## src/rtl/mdio_pkg.sv

```systemverilog
package mdio_pkg;
    localparam int FRAME_BITS = 64;
    localparam int PRE_BITS   = 32;
    localparam int AW         = 5;
    localparam int DW         = 16;
    localparam int CNT_W      = $clog2(FRAME_BITS + 1);

    localparam logic [CNT_W-1:0] TA_BIT   = CNT_W'(46);
    localparam logic [CNT_W-1:0] DATA_BIT = CNT_W'(48);
    localparam logic [CNT_W-1:0] LAST_BIT = CNT_W'(FRAME_BITS - 1);
    localparam logic [CNT_W-1:0] END_BIT  = CNT_W'(FRAME_BITS);

    localparam logic [1:0] A_CFG   = 2'd0;
    localparam logic [1:0] A_CTRL  = 2'd1;
    localparam logic [1:0] A_WDATA = 2'd2;
    localparam logic [1:0] A_RDATA = 2'd3;

    localparam int EN_BIT   = 31;
    localparam int PHY_LSB  = 24;
    localparam int REG_LSB  = 16;
    localparam int OP_LSB   = 14;
    localparam int INIT_BIT = 11;
    localparam int RDY_BIT  = 7;

    typedef enum logic [1:0] {
        OP_WR = 2'b01,
        OP_RD = 2'b10
    } mdio_op_e;
endpackage

```

## src/rtl/mdio_clkgen.sv

```systemverilog
module mdio_clkgen #(
    parameter int DIV_W = 8
) (
    input  logic             clk,
    input  logic             rst_n,
    input  logic             run,
    input  logic [DIV_W-1:0] div,
    output logic             mdc,
    output logic             rise_p,
    output logic             fall_p
);
    typedef struct packed {
        logic [DIV_W-1:0] cnt;
        logic             mdc;
    } clk_st_t;

    clk_st_t s_d, s_q;
    logic    wrap;

    assign wrap = (s_q.cnt == div);

    always_comb begin
        s_d = s_q;
        if (!run) begin
            s_d.cnt = '0;
            s_d.mdc = 1'b0;
        end else if (wrap) begin
            s_d.cnt = '0;
            s_d.mdc = ~s_q.mdc;
        end else begin
            s_d.cnt = s_q.cnt + 1'b1;
        end
    end

    always_ff @(posedge clk or negedge rst_n) begin
        if (!rst_n) s_q <= '0;
        else        s_q <= s_d;
    end

    assign mdc    = s_q.mdc;
    assign rise_p = run && wrap && !s_q.mdc;
    assign fall_p = run && wrap && s_q.mdc;
endmodule

```

## src/rtl/mdio_frame.sv

```systemverilog
module mdio_frame
    import mdio_pkg::*;
(
    input  logic                  clk,
    input  logic                  rst_n,
    input  logic                  start,
    input  logic [FRAME_BITS-1:0] frame,
    input  logic                  is_read,
    input  logic                  rise_p,
    input  logic                  fall_p,
    input  logic                  mdio_i,
    output logic                  busy,
    output logic                  mdio_o,
    output logic                  mdio_oe,
    output logic [DW-1:0]         rdata
);
    typedef struct packed {
        logic                  busy;
        logic                  tail;
        logic                  seen;
        logic                  rd_mode;
        logic [CNT_W-1:0]      bitcnt;
        logic [FRAME_BITS-1:0] shreg;
        logic [DW-1:0]         rdata;
    } frm_st_t;

    frm_st_t s_d, s_q;

    always_comb begin
        s_d      = s_q;
        s_d.seen = rise_p;
        if (!s_q.busy) begin
            if (start) begin
                s_d.busy    = 1'b1;
                s_d.tail    = 1'b0;
                s_d.bitcnt  = '0;
                s_d.shreg   = frame;
                s_d.rd_mode = is_read;
            end
        end else begin
            // sample on the same host edge that raises MDC
            if (rise_p && s_q.rd_mode && s_q.bitcnt >= DATA_BIT && s_q.bitcnt <= LAST_BIT)
                s_d.rdata = {s_q.rdata[DW-2:0], mdio_i};
            if (rise_p && s_q.bitcnt == LAST_BIT)
                s_d.tail = 1'b1;
            // advance one host cycle after the rising edge
            if (s_q.seen && s_q.bitcnt != END_BIT) begin
                s_d.shreg  = {s_q.shreg[FRAME_BITS-2:0], 1'b1};
                s_d.bitcnt = s_q.bitcnt + 1'b1;
            end
            if (fall_p && s_q.tail) begin
                s_d.busy = 1'b0;
                s_d.tail = 1'b0;
            end
        end
    end

    always_ff @(posedge clk or negedge rst_n) begin
        if (!rst_n) s_q <= '0;
        else        s_q <= s_d;
    end

    assign busy    = s_q.busy;
    assign mdio_o  = s_q.shreg[FRAME_BITS-1];
    assign mdio_oe = s_q.busy && (s_q.bitcnt != END_BIT) &&
                     (!s_q.rd_mode || s_q.bitcnt < TA_BIT);
    assign rdata   = s_q.rdata;
endmodule

```

## src/rtl/mdio_master.sv

```systemverilog
module mdio_master
    import mdio_pkg::*;
#(
    parameter int DIV_W   = 8,
    parameter int DIV_RST = 9
) (
    input  logic        clk,
    input  logic        rst_n,
    input  logic        reg_wr,
    input  logic [1:0]  reg_addr,
    input  logic [31:0] reg_wdata,
    output logic [31:0] reg_rdata,
    output logic        mdc,
    output logic        mdio_o,
    output logic        mdio_oe,
    input  logic        mdio_i
);
    typedef struct packed {
        logic             en;
        logic [DIV_W-1:0] div;
        logic [AW-1:0]    phy;
        logic [AW-1:0]    regad;
        logic [1:0]       op;
        logic [DW-1:0]    wdata;
    } regs_t;

    regs_t                 r_d, r_q;
    logic                  accept;
    logic                  busy;
    logic                  cfg_en;
    logic                  rise_p;
    logic                  fall_p;
    logic                  is_read;
    logic [FRAME_BITS-1:0] frame_word;
    logic [DW-1:0]         rd_word;
    logic [31:0]           ctrl_rd;
    logic                  unused_bits;

    assign unused_bits = ^{reg_wdata[30:29], reg_wdata[23:21]};

    always_comb begin
        r_d    = r_q;
        accept = 1'b0;
        if (reg_wr) begin
            case (reg_addr)
                A_CFG: begin
                    r_d.en  = reg_wdata[EN_BIT];
                    r_d.div = reg_wdata[DIV_W-1:0];
                end
                A_CTRL: begin
                    if (!busy) begin
                        r_d.phy   = reg_wdata[PHY_LSB +: AW];
                        r_d.regad = reg_wdata[REG_LSB +: AW];
                        r_d.op    = reg_wdata[OP_LSB +: 2];
                        accept    = reg_wdata[INIT_BIT] && r_q.en;
                    end
                end
                A_WDATA: r_d.wdata = reg_wdata[DW-1:0];
                default: ;
            endcase
        end
    end

    always_ff @(posedge clk or negedge rst_n) begin
        if (!rst_n) begin
            r_q     <= '0;
            r_q.div <= DIV_W'(DIV_RST);
        end else begin
            r_q <= r_d;
        end
    end

    assign cfg_en     = r_q.en;
    assign is_read    = (reg_wdata[OP_LSB +: 2] == OP_RD);
    assign frame_word = {{PRE_BITS{1'b1}}, 2'b01, reg_wdata[OP_LSB +: 2],
                         reg_wdata[PHY_LSB +: AW], reg_wdata[REG_LSB +: AW],
                         2'b10, r_q.wdata};

    mdio_clkgen #(.DIV_W(DIV_W)) u_clkgen (
        .clk    (clk),
        .rst_n  (rst_n),
        .run    (busy && r_q.en),
        .div    (r_q.div),
        .mdc    (mdc),
        .rise_p (rise_p),
        .fall_p (fall_p)
    );

    mdio_frame u_frame (
        .clk     (clk),
        .rst_n   (rst_n),
        .start   (accept),
        .frame   (frame_word),
        .is_read (is_read),
        .rise_p  (rise_p),
        .fall_p  (fall_p),
        .mdio_i  (mdio_i),
        .busy    (busy),
        .mdio_o  (mdio_o),
        .mdio_oe (mdio_oe),
        .rdata   (rd_word)
    );

    always_comb begin
        ctrl_rd                     = '0;
        ctrl_rd[PHY_LSB +: AW]      = r_q.phy;
        ctrl_rd[REG_LSB +: AW]      = r_q.regad;
        ctrl_rd[OP_LSB +: 2]        = r_q.op;
        ctrl_rd[RDY_BIT]            = !busy;
    end

    always_comb begin
        reg_rdata = '0;
        case (reg_addr)
            A_CFG: begin
                reg_rdata[EN_BIT]      = r_q.en;
                reg_rdata[DIV_W-1:0]   = r_q.div;
            end
            A_CTRL:  reg_rdata = ctrl_rd;
            A_WDATA: reg_rdata[DW-1:0] = r_q.wdata;
            default: reg_rdata[DW-1:0] = rd_word;
        endcase
    end
endmodule

```

## config.mk

```make
export PLATFORM = sky130hd
export DESIGN_NAME = mdio_master
export DESIGN_NICKNAME = d
export VERILOG_FILES = /design/src/rtl/mdio_pkg.sv /design/src/rtl/mdio_clkgen.sv /design/src/rtl/mdio_frame.sv /design/src/rtl/mdio_master.sv
export SDC_FILE = /design/constraint.sdc
export NUM_CORES = 1
export LEC_CHECK = 0
export BUFFER_PORTS_ARGS = -buffer_cell sky130_fd_sc_hd__buf_2
export CORE_UTILIZATION = 25
export CTS_CLUSTER_DIAMETER = 200
export DETAILED_ROUTE_END_ITERATION = 10
export PLACE_DENSITY = 0.44
export SETUP_SLACK_MARGIN = 0.05
export SLEW_MARGIN = 15
export SYNTH_ARGS = -nofsm -noshare
export SYNTH_HDL_FRONTEND = slang
export SYNTH_SLANG_ARGS = --single-unit
```

## constraint.sdc

```tcl
create_clock -name clk -period 1.7 [get_ports clk]
set_input_delay 0.34 -clock clk [delete_from_list [all_inputs] [get_ports clk]]
set_output_delay 0.34 -clock clk [all_outputs]
set_load 0.02 [all_outputs]
```

==> impl_metrics.json <==
{
  "whs_ps": 161.1,
  "cts_sinks": 137,
  "grt_max_degree": 51,
  "num_vias": 4845,
  "core-area_mm2": 0.02425,
  "syn_avg_cell_area_um2": 10.89,
  "final_cell_mix": "dfrtp_1, buf_4, nand2_1",
  "fin_setup_tns_ps": -23110,
  "finalCritPeriodShare_pct": 121.5,
  "sw_frac_of_total_pct": 29.68,
  "netlist_instances": 567,
  "power_leakage_uw": 0.004292,
  "path_max_fanout": 5,
  "p_int_uw": 8085,
  "hold-path-endpoint": "frame_word[10]$_DFFE_PN0P_",
  "htreeDepth": 4,
  "fin_cells": 1054,
  "pre_cts_ws_ps": -143.1,
  "synth-seq-cells": 137,
  "first_iter_violations": 269,
  "grt_antenna_before_repair": 0,
  "io_pins": 73,
  "outcome": "finished, violations left",
  "syn2layout_area_growth_pct": 52.71,
  "yosys.area.top_type": "dfrtp_1",
  "crit_top_cell": "buf_6",
  "n_antenna_cell": 0,
  "drt-total-wl_mm": 17.39,
  "critical_path_buf_inv_count": 2,
  "worstPathRequired_ps": 1360,
  "floorplan.initialDensity_pct": 25.46,
  "viasPerCell": 4.597,
  "finalSetupViolations": 92,
  "r2r-start": "u_frame.s_q[85]$_DFFE_PN0P_",
  "fin_nets": 759,
  "cp_slowest_stage_delay_ps": 400,
  "layout_commonest_cell": "dfrtp_1",
  "hpwl_mm": 9.735,
  "cp-start-kind": "flop",
  "avgRoutedWirePerCell_um": 16.50,
  "synth_area_leaders": "dfrtp_1, mux2_2, nand2_1, o21ai_0, o22ai_1",
  "ff2ff_path_depth": 10,
  "dp.cells": 970,
  "gp_congestion": 0.7529,
  "slowest_stage": "dfrtp_1",
  "drive_above_1_share_pct": 50.96,
  "ys_seq_area_share_pct": 55.56,
  "cp_cell_sequence": "buf_6 -> a31o_2 -> a21o_1 -> a21oi_2 -> buf_6",
  "hold_violations": 0,
  "whs_path_depth": 2,
  "synth_top_area_share_pct": 54.71,
  "irDropWorstVdd_mv": 0.7265,
  "crit_family": "compound AO/OA/AOI/OAI gates",
  "hold_path_class": "in -> reg",
  "drv_slew": 0,
  "synth-main-ff-cell": "dfrtp_1",
  "clkPwrFrac_pct": 33.5,
  "ys_async_sr_fraction_pct": 100.0,
  "overflow": 0,
  "die_w_um": 159.2,
  "clk_latency_ps": 410,
  "cts_tree": "done",
  "row_count": 57,
  "port_buffers": 62,
  "chipHeight_um": 159.2,
  "maxCapViolations": 0,
  "finClkSkew_ps": 9.956,
  "yosysWarnings": 0,
  "cts_made_buffers": 17,
  "clkSlewWorstSetupHoldPaths_ps": 60,
  "synth_edf_count": 0,
  "fin_crit_ps": 2065,
  "violations": "setup timing",
  "cts-root-buf": "clkbuf_16",
  "p_seq_share_pct": 43.0,
  "r2r_setup_slack_ps": -370,
  "fp.dieArea_mm2": 0.02533,
  "cts_buffer_depth": 2,
  "grt_util_all_layers_pct": 14.07,
  "arrival_ps": 1730,
  "yosysUniqueCellTypes": 45,
  "worstSetupPathType": "reg -> out",
  "utilization_pct": 38.89,
  "drt-pass1-iter-count": 5,
  "p_sw_uw": 3412,
  "min_from": "reg_wdata[10]",
  "fmax_mhz": 484.2,
  "grt_pass1_vias": 5146,
  "postRouteAntennaNets": 0,
  "remaining_drc_errors": 0,
  "syn_area_mm2": 0.006175,
  "grt_pass1_wl_mm": 28.15,
  "endpoint_kind": "output port",
  "p_comb_share_pct": 23.5,
  "rsz0062_at_grt": "true",
  "power_density_mw_per_mm2": 1219,
  "r2r-end": "u_frame.s_q[52]$_DFFE_PN0P_",
  "fin_ws_ps": -365.4
}
[timing repair]
item	in CTS	in global routing
gates cloned	18	3
gates resized for setup	146	54
buffers inserted	28	10
endpoints found under the setup margin	104	121
hold buffers	1	0
endpoints found under the hold margin	32	0
pin swaps	59	28
[Yosys cell counts (all sizes together) (2+ instances only)]
cell / number
ha: 3
nand3b: 4
a31oi: 2
and4: 2
xor2: 13
nor3b: 2
mux2: 55
mux2i: 14
inv: 7
o21ai: 47
a21oi: 3
nand4: 2
a22o: 2
and3: 5
and2: 11
dfrtp: 135
nor3: 28
o211ai: 4
nand2: 83
dfstp: 2
o31ai: 4
nand3: 13
nor2: 35
buf: 23
nor2b: 9
o22ai: 27
nor4: 3
clkbuf: 18
a21o: 2
[cell families (layout without fill, tap and decap cells)]
family / after synthesis / in the layout / share of synthesized area (%)
compound gates: 95 / 96 / 9.159
xor+xnor: 14 / 14 / 1.986
fa+ha+maj: 3 / 3 / 0.6080
buf+inv: 48 / 206 / 3.688
flops: 137 / 137 / 55.56
mux: 70 / 70 / 13.27
other cells: 1 / 5 / 0.06073
simple gates: 199 / 199 / 15.66
[how the worst max path moves through the flow]
| stage | start | end | slack (ps) | depth (start not counted) |
|---|---|---|---|---|
| 2_1_floorplan | r_q[31]$_DFFE_PN1P_ | u_frame.rdata[10]$_DFFE_PN0P_ | -150 | 5 |
| 3_3_place_gp | u_frame.s_q[85]$_DFFE_PN0P_ | mdio_oe | -150 | 5 |
| 3_5_place_dp | u_frame.s_q[85]$_DFFE_PN0P_ | mdio_oe | -140 | 5 |
| 4_1_cts | u_frame.s_q[83]$_DFFE_PN0P_ | mdio_oe | -390 | 4 |
| 5_1_grt | u_frame.s_q[85]$_DFFE_PN0P_ | u_frame.s_q[50]$_DFFE_PN0P_ | -410 | 10 |
| 6_report | u_frame.s_q[83]$_DFFE_PN0P_ | mdio_oe | -370 | 5 |
[layer usage]
layer  part of all wire, %  global-route usage [%]  vias to the layer above
met3                   3.8                   3.517                       14
li1                      -                       -                     2282
met4                   1.2                   3.846                        0
met2                    49                   22.93                       87
met1                    46                   18.54                     2462
met5                     0                       0                        -
[through the flow]
step	cell area, µm²	total power (µW)
floorplan	6401	6072
global placement	7368	6787
detailed placement	7368	6880
CTS	9146	11250
global route	9429	12170
finish	9429	11500
[flip-flops by register name, summed over array words and instances (netlist names)]
signal,flops
ctrl_rd,12
u_clkgen.s_q,8
u_frame.busy,1
frame_word,16
u_frame.mdio_o,1
cfg_en,1
u_frame.rdata,16
r_q,8
u_clkgen.mdc,1
u_frame.s_q,73
[power by group through the flow]
stage / combinational, µW / sequential [µW] / clock [µW]
final: 2700 / 4940 / 3860
after global routing: 3010 / 5050 / 4110
after CTS: 2450 / 4850 / 3950
after detailed placement: 2090 / 4790 / 0
after global placement: 2020 / 4770 / 0
after floorplan: 1380 / 4690 / 0
[area by class of cell]
type	instances	area [µm²]
clock buffer	19	432.9
clock inverter	12	176.4
fill	2324	14820
inverter	7	26.28
multi-input combinational	387	3127
sequential	137	3432
tap	324	405.4
timing repair buffer	168	1829
Power figures use the tool's default switching activity.
